==> config.mk <==
export PLATFORM = sky130hd
export DESIGN_NAME = clkwake_seq
export DESIGN_NICKNAME = d
export VERILOG_FILES = /design/src/rtl/clkwake_pkg.sv /design/src/rtl/clkwake_countdown.sv /design/src/rtl/clkwake_regs.sv /design/src/rtl/clkwake_seq.sv
export SDC_FILE = /design/constraint.sdc
export NUM_CORES = 1
export LEC_CHECK = 0
export CAP_MARGIN = 0
export CORE_MARGIN = 4
export CORE_UTILIZATION = 51
export DETAILED_ROUTE_END_ITERATION = 10
export GPL_ROUTABILITY_DRIVEN = 1
export PLACE_DENSITY = 0.87
export SLEW_MARGIN = 20
export SYNTH_ARGS = -nofsm -noshare
export SYNTH_HDL_FRONTEND = slang
export SYNTH_SLANG_ARGS = --single-unit
==> constraint.sdc <==
create_clock -name clk_i -period 2.35 [get_ports clk_i]
set_input_delay 0.235 -clock clk_i [delete_from_list [all_inputs] [get_ports clk_i]]
set_output_delay 0.235 -clock clk_i [all_outputs]
set_load 0.01 [all_outputs]
==> src/rtl/clkwake_pkg.sv <==
package clkwake_pkg;
    typedef enum logic [2:0] {
        SEQ_OFF,
        SEQ_LOCK,
        SEQ_LOCKED,
        SEQ_SETTLE,
        SEQ_READY,
        SEQ_DOZE
    } seq_state_e;

    localparam int CTL_VCO_OFF = 0;
    localparam int CTL_BYPASS  = 1;
    localparam int CTL_OUT_EN  = 2;
    localparam int CTL_RCLK_EN = 3;
    localparam int CTL_RDY_EN  = 4;
    localparam int CTL_W       = 5;

    localparam logic [1:0] ADR_CTRL   = 2'd0;
    localparam logic [1:0] ADR_MEMCFG = 2'd1;
    localparam logic [1:0] ADR_IDENT  = 2'd2;
    localparam logic [1:0] ADR_FNCLK  = 2'd3;
endpackage

==> src/rtl/clkwake_countdown.sv <==
module clkwake_countdown #(
    parameter int LIMIT = 14
) (
    input  logic clk_i,
    input  logic rst_ni,
    input  logic load_i,
    input  logic en_i,
    output logic zero_o
);
    localparam int CW = $clog2(LIMIT + 1);
    localparam logic [CW-1:0] START = CW'(LIMIT - 1);

    logic [CW-1:0] cnt_q;

    always_ff @(posedge clk_i) begin
        if (!rst_ni)
            cnt_q <= '0;
        else if (load_i)
            cnt_q <= START;
        else if (en_i && cnt_q != '0)
            cnt_q <= cnt_q - 1'b1;
    end

    assign zero_o = (cnt_q == '0);
endmodule

==> src/rtl/clkwake_regs.sv <==
module clkwake_regs
    import clkwake_pkg::*;
#(
    parameter int                DATA_W = 32,
    parameter int                FNCLK_W = 8,
    parameter logic [DATA_W-9:0] DEV_ID = '0,
    parameter logic [3:0]        SI_REV = 4'h0,
    parameter logic [3:0]        MT_REV = 4'h0
) (
    input  logic               clk_i,
    input  logic               rst_ni,
    input  logic               req_i,
    input  logic               we_i,
    input  logic [1:0]         addr_i,
    input  logic [DATA_W-1:0]  wdata_i,
    input  logic               awake_i,
    input  logic               clr_fnclk_i,
    input  logic               clr_rclk_i,
    output logic [CTL_W-1:0]   ctrl_o,
    output logic [FNCLK_W-1:0] fnclk_o,
    output logic [DATA_W-1:0]  rd_data_o,
    output logic               err_o
);
    localparam logic [CTL_W-1:0] CTRL_RST = CTL_W'(1) << CTL_VCO_OFF;

    logic [CTL_W-1:0]   ctrl_q;
    logic [DATA_W-1:0]  memcfg_q;
    logic [FNCLK_W-1:0] fnclk_q;
    logic               fenced;
    logic [DATA_W-1:0]  rd_mux;

    assign fenced = req_i && (addr_i == ADR_FNCLK) && !awake_i;

    always_comb begin
        unique case (addr_i)
            ADR_CTRL:   rd_mux = DATA_W'(ctrl_q);
            ADR_MEMCFG: rd_mux = memcfg_q;
            ADR_IDENT:  rd_mux = {DEV_ID, SI_REV, MT_REV};
            ADR_FNCLK:  rd_mux = DATA_W'(fnclk_q);
        endcase
    end

    always_ff @(posedge clk_i) begin
        if (!rst_ni) begin
            ctrl_q    <= CTRL_RST;
            memcfg_q  <= '0;
            fnclk_q   <= '0;
            rd_data_o <= '0;
            err_o     <= 1'b0;
        end else begin
            err_o     <= fenced;
            rd_data_o <= (req_i && !we_i && !fenced) ? rd_mux : '0;
            if (req_i && we_i) begin
                if (addr_i == ADR_CTRL)   ctrl_q   <= wdata_i[CTL_W-1:0];
                if (addr_i == ADR_MEMCFG) memcfg_q <= wdata_i;
                if (addr_i == ADR_FNCLK && awake_i) fnclk_q <= wdata_i[FNCLK_W-1:0];
            end
            if (clr_rclk_i)  ctrl_q[CTL_RCLK_EN] <= 1'b0;
            if (clr_fnclk_i) fnclk_q <= '0;
        end
    end

    assign ctrl_o  = ctrl_q;
    assign fnclk_o = fnclk_q;
endmodule

==> src/rtl/clkwake_seq.sv <==
module clkwake_seq
    import clkwake_pkg::*;
#(
    parameter int                DATA_W     = 32,
    parameter int                FNCLK_W    = 8,
    parameter int                USB_BIT    = 0,
    parameter int                LOCK_CYC   = 5000,
    parameter int                SETTLE_CYC = 14,
    parameter logic [DATA_W-9:0] DEV_ID     = 24'hC0A11E,
    parameter logic [3:0]        SI_REV     = 4'h2,
    parameter logic [3:0]        MT_REV     = 4'h1
) (
    input  logic              clk_i,
    input  logic              rst_ni,
    input  logic              req_i,
    input  logic              we_i,
    input  logic [1:0]        addr_i,
    input  logic [DATA_W-1:0] wdata_i,
    input  logic              doze_req_i,
    output logic [DATA_W-1:0] rd_data_o,
    output logic              access_err_o,
    output logic              doze_nack_o,
    output logic              ready_o
);
    seq_state_e         st_q, st_d;
    logic [CTL_W-1:0]   ctrl_q;
    logic [FNCLK_W-1:0] fnclk_q;
    logic               lock_zero, settle_zero;
    logic               vco_off, rclk_en, usb_on;
    logic               doze_go, doze_refuse;

    assign vco_off     = ctrl_q[CTL_VCO_OFF];
    assign rclk_en     = ctrl_q[CTL_RCLK_EN];
    assign usb_on      = fnclk_q[USB_BIT];
    assign doze_go     = (st_q == SEQ_READY) && doze_req_i && !usb_on;
    assign doze_refuse = (st_q == SEQ_READY) && doze_req_i && usb_on;

    clkwake_regs #(
        .DATA_W(DATA_W), .FNCLK_W(FNCLK_W),
        .DEV_ID(DEV_ID), .SI_REV(SI_REV), .MT_REV(MT_REV)
    ) u_regs (
        .clk_i(clk_i), .rst_ni(rst_ni),
        .req_i(req_i), .we_i(we_i), .addr_i(addr_i), .wdata_i(wdata_i),
        .awake_i(st_q == SEQ_READY),
        .clr_fnclk_i(st_q != SEQ_READY && st_d == SEQ_READY),
        .clr_rclk_i(doze_go),
        .ctrl_o(ctrl_q), .fnclk_o(fnclk_q),
        .rd_data_o(rd_data_o), .err_o(access_err_o)
    );

    clkwake_countdown #(.LIMIT(LOCK_CYC)) u_lock (
        .clk_i(clk_i), .rst_ni(rst_ni),
        .load_i(st_q != SEQ_LOCK && st_d == SEQ_LOCK),
        .en_i(st_q == SEQ_LOCK),
        .zero_o(lock_zero)
    );

    clkwake_countdown #(.LIMIT(SETTLE_CYC)) u_settle (
        .clk_i(clk_i), .rst_ni(rst_ni),
        .load_i(st_q != SEQ_SETTLE && st_d == SEQ_SETTLE),
        .en_i(st_q == SEQ_SETTLE),
        .zero_o(settle_zero)
    );

    always_ff @(posedge clk_i) begin
        if (!rst_ni) st_q <= SEQ_OFF;
        else         st_q <= st_d;
    end

    always_comb begin
        st_d = st_q;
        unique case (st_q)
            SEQ_OFF:    if (!vco_off) st_d = SEQ_LOCK;
            SEQ_LOCK:   if (vco_off) st_d = SEQ_OFF;
                        else if (lock_zero) st_d = rclk_en ? SEQ_SETTLE : SEQ_LOCKED;
            SEQ_LOCKED: if (vco_off) st_d = SEQ_OFF;
                        else if (rclk_en) st_d = SEQ_SETTLE;
            SEQ_SETTLE: if (vco_off) st_d = SEQ_OFF;
                        else if (!rclk_en) st_d = SEQ_LOCKED;
                        else if (settle_zero) st_d = SEQ_READY;
            SEQ_READY:  if (vco_off) st_d = SEQ_OFF;
                        else if (doze_go || !rclk_en) st_d = SEQ_DOZE;
            SEQ_DOZE:   if (vco_off) st_d = SEQ_OFF;
                        else if (rclk_en) st_d = SEQ_SETTLE;
            default:    st_d = SEQ_OFF;
        endcase
    end

    always_ff @(posedge clk_i) begin
        if (!rst_ni) doze_nack_o <= 1'b0;
        else         doze_nack_o <= doze_refuse;
    end

    assign ready_o = (st_q == SEQ_READY);
endmodule

## Yosys cells after proc, flatten, opt, wreduce, memory -nomap -nowiden

Index checks and enable logic that the tools add are counted.

- Logic and storage cells: 83
- Bits of input ports: 39
- Output and inout port bits: 35
- Register bits: 99

- Reductions and logical operators: 37
- Mux-type cells: 17
- Add/subtract/negate cells: 2
- Bitwise logic cells: 1
- Eq/ne operators: 14

Operators with widths:

| cell | count |
|---|---|
| case mux 32 bit (4 select lines) | 1 |
| two-way mux 3 bit | 10 |
| two-way mux 13 bit | 2 |
| case mux 3 bit (5 select lines) | 1 |
| logical AND 1 bit | 14 |
| logical NOT 13 bit | 1 |
| nonzero test 13 bit | 1 |
| subtractor 13 x 1 -> 13 bit (second input constant) | 1 |
| OR reduction 2 bit | 5 |
| == test 3 x 2 -> 1 bit (second input constant) | 3 |
| == test 3 bit (second input constant) | 3 |
| two-way mux 4 bit | 2 |
| AND reduction 2 bit | 4 |
| == test 3 x 1 -> 1 bit (second input constant) | 2 |
| logical NOT 1 bit | 5 |
| == test 2 bit (second input constant) | 2 |
| logical NOT 4 bit | 1 |
| nonzero test 2 bit | 2 |
| nonzero test 4 bit | 1 |
| subtractor 4 x 1 -> 4 bit (second input constant) | 1 |
| logical NOT 3 bit | 1 |
| inequality test 3 x 1 -> 1 bit (second input constant) | 1 |
| inequality test 3 x 2 -> 1 bit (second input constant) | 1 |
| inequality test 3 bit (second input constant) | 1 |
| other kinds (5) | 5 |

## Logic depth before layout (Yosys ltp)

Gate-level depths: netlist of run 1.

- Depth after elaboration: 10
- Depth in mapped cells: 7
- Depth with buffers taken out: 7

## Hierarchy

Synthesis of run 1 repeated with hierarchy kept, for this count alone.

- Cells, all modules: 443
- Area total of the unflattened synthesis: 4111.4 um2

By module, submodules not included:

| module | cells each | area an instance (um2) | sequential area each (um2) | instances |
|---|---|---|---|---|
| clkwake_regs | 299 | 2837.7 | 1561.5 | 1 |
| clkwake_countdown (u_lock) | 78 | 734.5 | 260.2 | 1 |
| clkwake_seq | 42 | 325.3 | 80.1 | 1 |
| clkwake_countdown (u_settle) | 24 | 214.0 | 80.1 | 1 |

## Worst setup path after synthesis of run 1

Ideal clock, no wire load.

- Kind: reg2reg
- From: register u_settle.cnt_q[0]
- To: register u_settle.cnt_q[0]
- Data required time: 2220 ps
- Setup time: 130 ps
- Arrival time: 1519 ps
- Buffers on the path: 0
- Stages on the path, launching flop included: 7
- Slack: 701 ps
- Clock period less this slack: 1649 ps
- Cell sequence: dfxtp_1 inv_1 ha_1 nor3b_1 a31oi_1 nor3_2 o32ai_1

- Word-level cells in the longest chain between the ends: 8
- Elaborated cells on any way between the ends: 13
- Classes of those cells: 1 x add/sub; 1 x eq/ne; 6 x mux; 5 x reduce/logical

Ends and longest elaborated chain:

| item | line | RTL |
|---|---|---|
| start: declaration | clkwake_countdown.sv:13 | `logic [CW-1:0] cnt_q;` |
| start signal: assignment | clkwake_countdown.sv:21 | `cnt_q <= cnt_q - 1'b1;` |
| logical NOT 4 bit | clkwake_countdown.sv:24 | `assign zero_o = (cnt_q == '0);` |
| two-way mux 3 bit | clkwake_seq.sv:80 | `else if (settle_zero) st_d = SEQ_READY;` |
| two-way mux 3 bit | clkwake_seq.sv:79 | `else if (!rclk_en) st_d = SEQ_LOCKED;` |
| two-way mux 3 bit | clkwake_seq.sv:78 | `SEQ_SETTLE: if (vco_off) st_d = SEQ_OFF;` |
| case mux 3 bit (5 select lines) | clkwake_seq.sv:72 | `unique case (st_q)` |
| == test 3 x 2 -> 1 bit | clkwake_seq.sv:60 | `.load_i(st_q != SEQ_SETTLE && st_d == SEQ_SETTLE),` |
| logical AND 1 bit | clkwake_seq.sv:60 |  |
| two-way mux 4 bit or nonzero test 2 bit (tied branches) | - |  |

Parallel ways exist; a longest one is shown, timed or not. The select of a mux whose other input is x is not followed.
A chain may end at the register's enable or synchronous reset.

## Worst setup path after layout of run 1

- From: register st_q[2]
- To: output ready_o

- Word-level cells in the longest chain between the ends: 1

Ends and longest elaborated chain:

| item | line | RTL |
|---|---|---|
| start: declaration | clkwake_seq.sv:25 | `seq_state_e st_q, st_d;` |
| start signal: assignment | clkwake_seq.sv:67 | `else st_q <= st_d;` |
| == test 3 bit | clkwake_seq.sv:94 | `assign ready_o = (st_q == SEQ_READY);` |
| end: declaration | clkwake_seq.sv:23 | `output logic ready_o` |

Every way passes these cells.

==> results of run 1 <==
-- worst reg2reg max path, stage by stage (launching register included) --
cell and delay, ps:
dfxtp_1 340, inv_1 80, ha_1 140, nor3b_1 570, a31oi_1 200, nor3_2 310
o32ai_1 150
-- power groups by stage --
stage / logic (W) / clock network [W] / registers, W
5_1_grt: 0.000256 / 0.00115 / 0.00172
4_1_cts: 0.000236 / 0.00110 / 0.00171
2_1_floorplan: 0.000118 / 0 / 0.00175
6_report: 0.000236 / 0.00107 / 0.00171
3_5_place_dp: 0.000235 / 0 / 0.00175
3_3_place_gp: 0.000231 / 0 / 0.00175
-- final cells by class --
cell class | count | share of cell area (%)
sequential | 99 | 40.1
timing repair buffer | 85 | 16.6
clock inverter | 7 | 1.62
tap | 99 | 2.51
clock buffer | 9 | 2.51
inverter | 7 | 0.532
multi-input combinational | 302 | 36.1
-- stage by stage --
step	setup WS [ps]	instance area (sq um)	hold WS, ps
2_1_floorplan	701	3890	363
3_3_place_gp	474	4740	435
3_5_place_dp	441	4740	438
4_1_cts	138	4940	387
5_1_grt	27.4	4940	409
6_report	135	4940	404
-- synthesized netlist by cell type (3+ instances only) --
master,instances,area [sq um]
o32ai_1,3,26.3
nand2_1,94,353
inv_1,5,18.8
nand3_1,6,30.0
a21oi_1,54,270
ha_1,4,50.1
nor2_1,43,161
and2_1,16,100
clkbuf_1,13,48.8
nor4_4,3,63.8
dfxtp_1,99,1980
mux2i_1,19,190
xor2_1,12,105
nor3_2,5,50.1
nor3_1,9,45.0
-- routing by layer --
layer / track usage, % / vias to the layer above / wire (um)
met3: 3.87 / 11 / 570
met5: 0 / - / 0
li1: - / 1591 / -
met2: 30.9 / 98 / 4010
met4: 9.25 / 0 / 123
met1: 25.5 / 1465 / 3770
-- how the worst min path moves through the flow --
stage,endpoint,slack [ps],cells past startpoint
final,u_regs.memcfg_q[14],400,3
after global routing,u_regs.memcfg_q[15],410,3
after CTS,u_regs.memcfg_q[14],390,3
after detailed placement,u_regs.rd_data_o[17],440,1
after global placement,u_regs.rd_data_o[20],440,1
after floorplan,u_regs.ctrl_o[0],360,2
-- flip-flops by register name (all words and copies together), names as in the netlist, 3 cells and up --
name,flops
u_lock.cnt_q,13
u_regs.ctrl_o,5
u_settle.cnt_q,4
u_regs.rd_data_o,32
u_regs.fnclk_o,8
st_q,3
u_regs.memcfg_q,32
-- cells by family after synthesis --
| logic type | share of synthesized area [%] |
|---|---|
| DFF | 51.0 |
| AOI/OAI and AO/OA | 9.97 |
| adders and majority gates | 1.29 |
| xor gates and xnor gates | 3.15 |
| muxes | 5.18 |
| buffers and inverters | 3.25 |
| and+or+nand+nor | 26.2 |
==> run_results.csv, run 1 <==
group,metric,value,unit
critical_path,r2r_start,"u_settle.cnt_q[0]",
timing,setup_viol,0,
floorplan,die_x,95.3,um
timing,slew_headroom,54.1,%
clock_network,ctsResizeCount,0,
synth,syn_inst,428,
critical_path,crit_chain,"nand2_4 > nor2_1 > clkdlybuf4s50_1",
critical_path,criticalPathCategory,"reg2out",
critical_path,start_kind,"flip-flop",
layout,final_common_cell,"dfxtp_1",
synth,async_reset_ff_share,0,%
clock_network,hold_buffers,0,
critical_path,critPathLaunch,"st_q[2]",
layout,diodes,0,
critical_path,cp-endpoint,"ready_o",
placement,hpwl,6040,um
layout,final_cell_count_no_fill,608,
placement,place_inst,592,
clock_network,post_cts_buffers,0,
floorplan,fp.coreArea,7330,sq um
clock_network,cts_num_sinks,99,
critical_path,critPathTopFamily,"flip-flops",
power_and_ir_drop,comb_power_share,7.8,%
global_route,grt_pass1_vias,2940,
critical_path,arrival,1980,ps
clock_network,cts_tree,"built",
critical_path,regToRegSetupSlack,440,ps
critical_path,worst-path-buf-inv,1,
synth,synth_seq_area_share,51.0,%
synth,yosysUniqueCellTypes,48,
timing,worstMarginPinSlew,686,ps
layout,fin_nets,547,
clock_network,cts.clk_slew.worst_paths,110,ps
power_and_ir_drop,p_leak,1.76,nW
drt,ant_nets,0,
clock_network,htreeDepth,3,
synth,yosysWarningCount,0,
critical_path,worstSetupEndpointType,"primary output",
global_route,grt_pass1_wl,13800,um
placement,gp_congestion,0.840,
worst_hold_path,min_path_type,"in2reg",
status,status,"complete, no violations",
timing,min_period_over_period,94.3,%
timing,fin_setup_tns,0,ps
drt,route.vias.total,3165,
timing,timing.fmax,451,MHz
global_route,grt_start_max_net_pins,33,
critical_path,critPathRequiredTime,2120,ps
power_and_ir_drop,p_seq_share,56.7,%
drt,wl,8480,um
drt,drt-initial-drc-count,164,
power_and_ir_drop,p_int,0.00223,W
drt,route.detailed.drc,0,
layout,final_cell_mix,"dfxtp_1 (99), nand2_1 (94), clkdlybuf4s50_1 (73), a21oi_1 (54), nor2_1 (43)",
flow_run,max_cap_violations,0,
layout,layout-drive-gt1-share,10.2,%
drt,vias_per_cell,5.21,
synth,synth_flop_cell,"dfxtp_1",
layout,multi_input_area,1790,sq um
synth,synthesis.area,3890,sq um
layout,final.fill_count,552,
power_and_ir_drop,peakVddDrop,0.000317,V
timing,skew,10.8,ps
power_and_ir_drop,switching_share,26.1,%
critical_path,cpMaxStageDelayCell,"dfxtp_1",
layout,regArea,1980,sq um
placement,io_buffers,73,
timing,rsz0062_at_grt,"false",
drt,drt_pass1_iterations,4,
power_and_ir_drop,p_sw,0.000788,W
timing,fin_crit,2220,ps
drt,wl_per_cell,13.9,um
synth,ys_ff_latch,99,
synth,synth_nets,471,
global_route,grt_overflow,0,
critical_path,cp_num_cells,3,
floorplan,num_io_pins,74,
timing,hold_viol_final,0,
floorplan,initial_utilization,53.0,%
power_and_ir_drop,pwr-share-clk,35.5,%
clock_network,cts_made_buffers,9,
floorplan,die_h,95.3,um
power_and_ir_drop,total_power,0.00302,W
timing,slew_viol_final,0,
global_route,antenna_found_initial,0,
critical_path,r2r_cells,6,
clock_network,worstSkewPairLatency,370,ps
critical_path,worst-path-max-fanout,12,
synth,synth.avg_cell_area,9.09,sq um
synth,synth-edff-count,0,
clock_network,clock_path_buffers,2,
global_route,grt_use_total,19.5,%
floorplan,fp-row-count,31,
layout,postLayoutCoreUtil,67.4,%
power_and_ir_drop,power_density,611,nW/um^2
critical_path,cpPeakStageDelay,620,ps
layout,area_growth_syn_to_layout,27.1,%
critical_path,timing.rr.end,"u_settle.cnt_q[0]",
worst_hold_path,min_from,"wdata_i[14]",
floorplan,die-area,9090,sq um
clock_network,cts_root_buffer,"clkbuf_8",
Power figures use the tool's default switching activity.
==> inputs of run 2 (changes only) <==
--- a/config.mk
+++ b/config.mk
@@ -6,6 +6,7 @@
 export NUM_CORES = 1
 export LEC_CHECK = 0
 export CAP_MARGIN = 0
+export CORE_ASPECT_RATIO = 0.5
 export CORE_MARGIN = 4
 export CORE_UTILIZATION = 51
 export DETAILED_ROUTE_END_ITERATION = 10
==> run_results.csv, run 2 (synthesized netlist as in run 1, its figures left out) <==
group,metric,value,unit
layout,reg_top3,"u_regs.memcfg_q (32), u_regs.rd_data_o (32), u_lock.cnt_q (13)",
clock_network,ctsResizeCount,0,
layout,fin_nets,546,
floorplan,die_x,131,um
placement,dpl-instance-area,4740,sq um
clock_network,clock_path_buffers,2,
layout,final_cell_area,5030,sq um
timing,fin_setup_tns,0,ps
layout,final_cell_mix,"dfxtp_1 (99), nand2_1 (94), clkdlybuf4s50_1 (73), a21oi_1 (54), nor2_1 (43)",
critical_path,worst-path-max-fanout,12,
floorplan,num_io_pins,74,
critical_path,worstSetupEndpointType,"primary output",
clock_network,cts.clk_slew.worst_paths,70,ps
drt,vias_per_cell,5.31,
drt,ant_nets,0,
drt,route.detailed.drc,0,
critical_path,start_kind,"flip-flop",
timing,worstMarginPinSlew,916,ps
floorplan,initial_utilization,52.7,%
critical_path,criticalPathCategory,"reg2out",
global_route,grt_pass1_wl,15100,um
global_route,antenna_found_initial,0,
global_route,grt_start_max_net_pins,33,
global_route,grt_pass1_vias,3176,
drt,route.vias.total,3207,
clock_network,htreeDepth,3,
layout,layout-drive-gt1-share,10.0,%
floorplan,fp.coreArea,7380,sq um
timing,timing.fmax,466,MHz
status,status,"complete, no violations",
layout,final_common_cell,"dfxtp_1",
drt,drt_pass1_iterations,4,
placement,gp_congestion,0.866,
floorplan,fp-row-count,22,
global_route,grt_use_total,20.7,%
timing,hold_viol_final,0,
power_and_ir_drop,peakVddDrop,0.000397,V
timing,skew,13.0,ps
power_and_ir_drop,p_leak,1.80,nW
placement,hpwl,6260,um
timing,rsz0062_at_grt,"false",
timing,setup_viol,0,
timing,min_period_over_period,91.3,%
layout,area_growth_syn_to_layout,29.3,%
clock_network,cts_tree,"built",
clock_network,cts_root_buffer,"clkbuf_16",
timing,slew_viol_final,0,
clock_network,post_cts_buffers,0,
clock_network,hold_buffers,0,
placement,io_buffers,73,
floorplan,die-area,9170,sq um
critical_path,regToRegSetupSlack,270,ps
worst_hold_path,min_path_type,"in2reg",
timing,slew_headroom,38.5,%
clock_network,cts_made_buffers,9,
global_route,grt_overflow,0,
drt,drt-initial-drc-count,346,
drt,wl,9220,um
layout,diodes,0,
clock_network,worstSkewPairLatency,350,ps
floorplan,die_h,69.7,um
critical_path,arrival,1910,ps
critical_path,critPathRequiredTime,2120,ps
power_and_ir_drop,power_density,667,nW/um^2
timing,fin_crit,2150,ps
clock_network,cts_num_sinks,99,
drt,wl_per_cell,15.3,um
flow_run,max_cap_violations,0,
[run 2: cell types whose count changed in the layout (fill, tap and decap cells not counted), sizes merged]
cell    before  now
buf         12   11
clkbuf       9   10
inv         10    9
[run 2: metal layers]
metal	wire length, um	track usage, %	vias to the layer above
met4	193	8.61	0
li1	-	-	1593
met2	4550	34.6	106
met1	3910	24.6	1488
met3	576	6.96	20
met5	0	0	-
[run 2: worst max-delay path: stages, from the launching register on]
cell and delay, ps:
dfxtp_1 610, nand2_4 110, nor2_1 250, clkdlybuf4s50_1 590
[run 2: where the power goes]
| part | total, W | internal (W) | switching, W | leakage (nW) |
|---|---|---|---|---|
| Clock | 0.00140 | 0.000756 | 0.000645 | 0.139 |
| Sequential | 0.00171 | 0.00170 | 0.0000159 | 0.799 |
| Combinational | 0.000239 | 0.000114 | 0.000125 | 0.860 |
[run 2: stage by stage]
stage	total power (W)	std cells	util [%]	setup slack, ps	hold slack, ps
4_1_cts	0.00337	604	68.1	212	422
2_1_floorplan	0.00187	428	-	701	363
5_1_grt	0.00347	604	68.1	97.8	445
6_report	0.00335	604	68.1	205	428
3_5_place_dp	0.00199	588	64.3	205	442
3_3_place_gp	0.00198	588	64.3	327	437
[run 2: final cells by class]
cell class | count | area, sq um
clock buffers | 10 | 239
clock inverters | 6 | 47.5
fillers | 566 | 2350
inverters | 7 | 26.3
multi-input cells | 302 | 1790
flip-flops and latches | 99 | 1980
well taps | 96 | 120
repair buffers | 84 | 826
[run 2: final timing paths]
| path | startpoint | cells after the start | end |
|---|---|---|---|
| worst min-delay path | wdata_i[20] | 3 | u_regs.memcfg_q[20] |
| worst max-delay path | st_q[2] | 3 | ready_o |
| worst max register to register | u_settle.cnt_q[0] | 6 | u_settle.cnt_q[3] |
| worst min register to register | u_regs.memcfg_q[26] | 2 | u_regs.memcfg_q[26] |
==> inputs of run 3 (changes only) <==
--- a/config.mk
+++ b/config.mk
@@ -16,3 +16,4 @@
 export SYNTH_ARGS = -nofsm -noshare
 export SYNTH_HDL_FRONTEND = slang
 export SYNTH_SLANG_ARGS = --single-unit
+export TNS_END_PERCENT = 20
==> results of run 3 <==
Same layout as run 2: the final DEF is identical, and so are final timing and power.
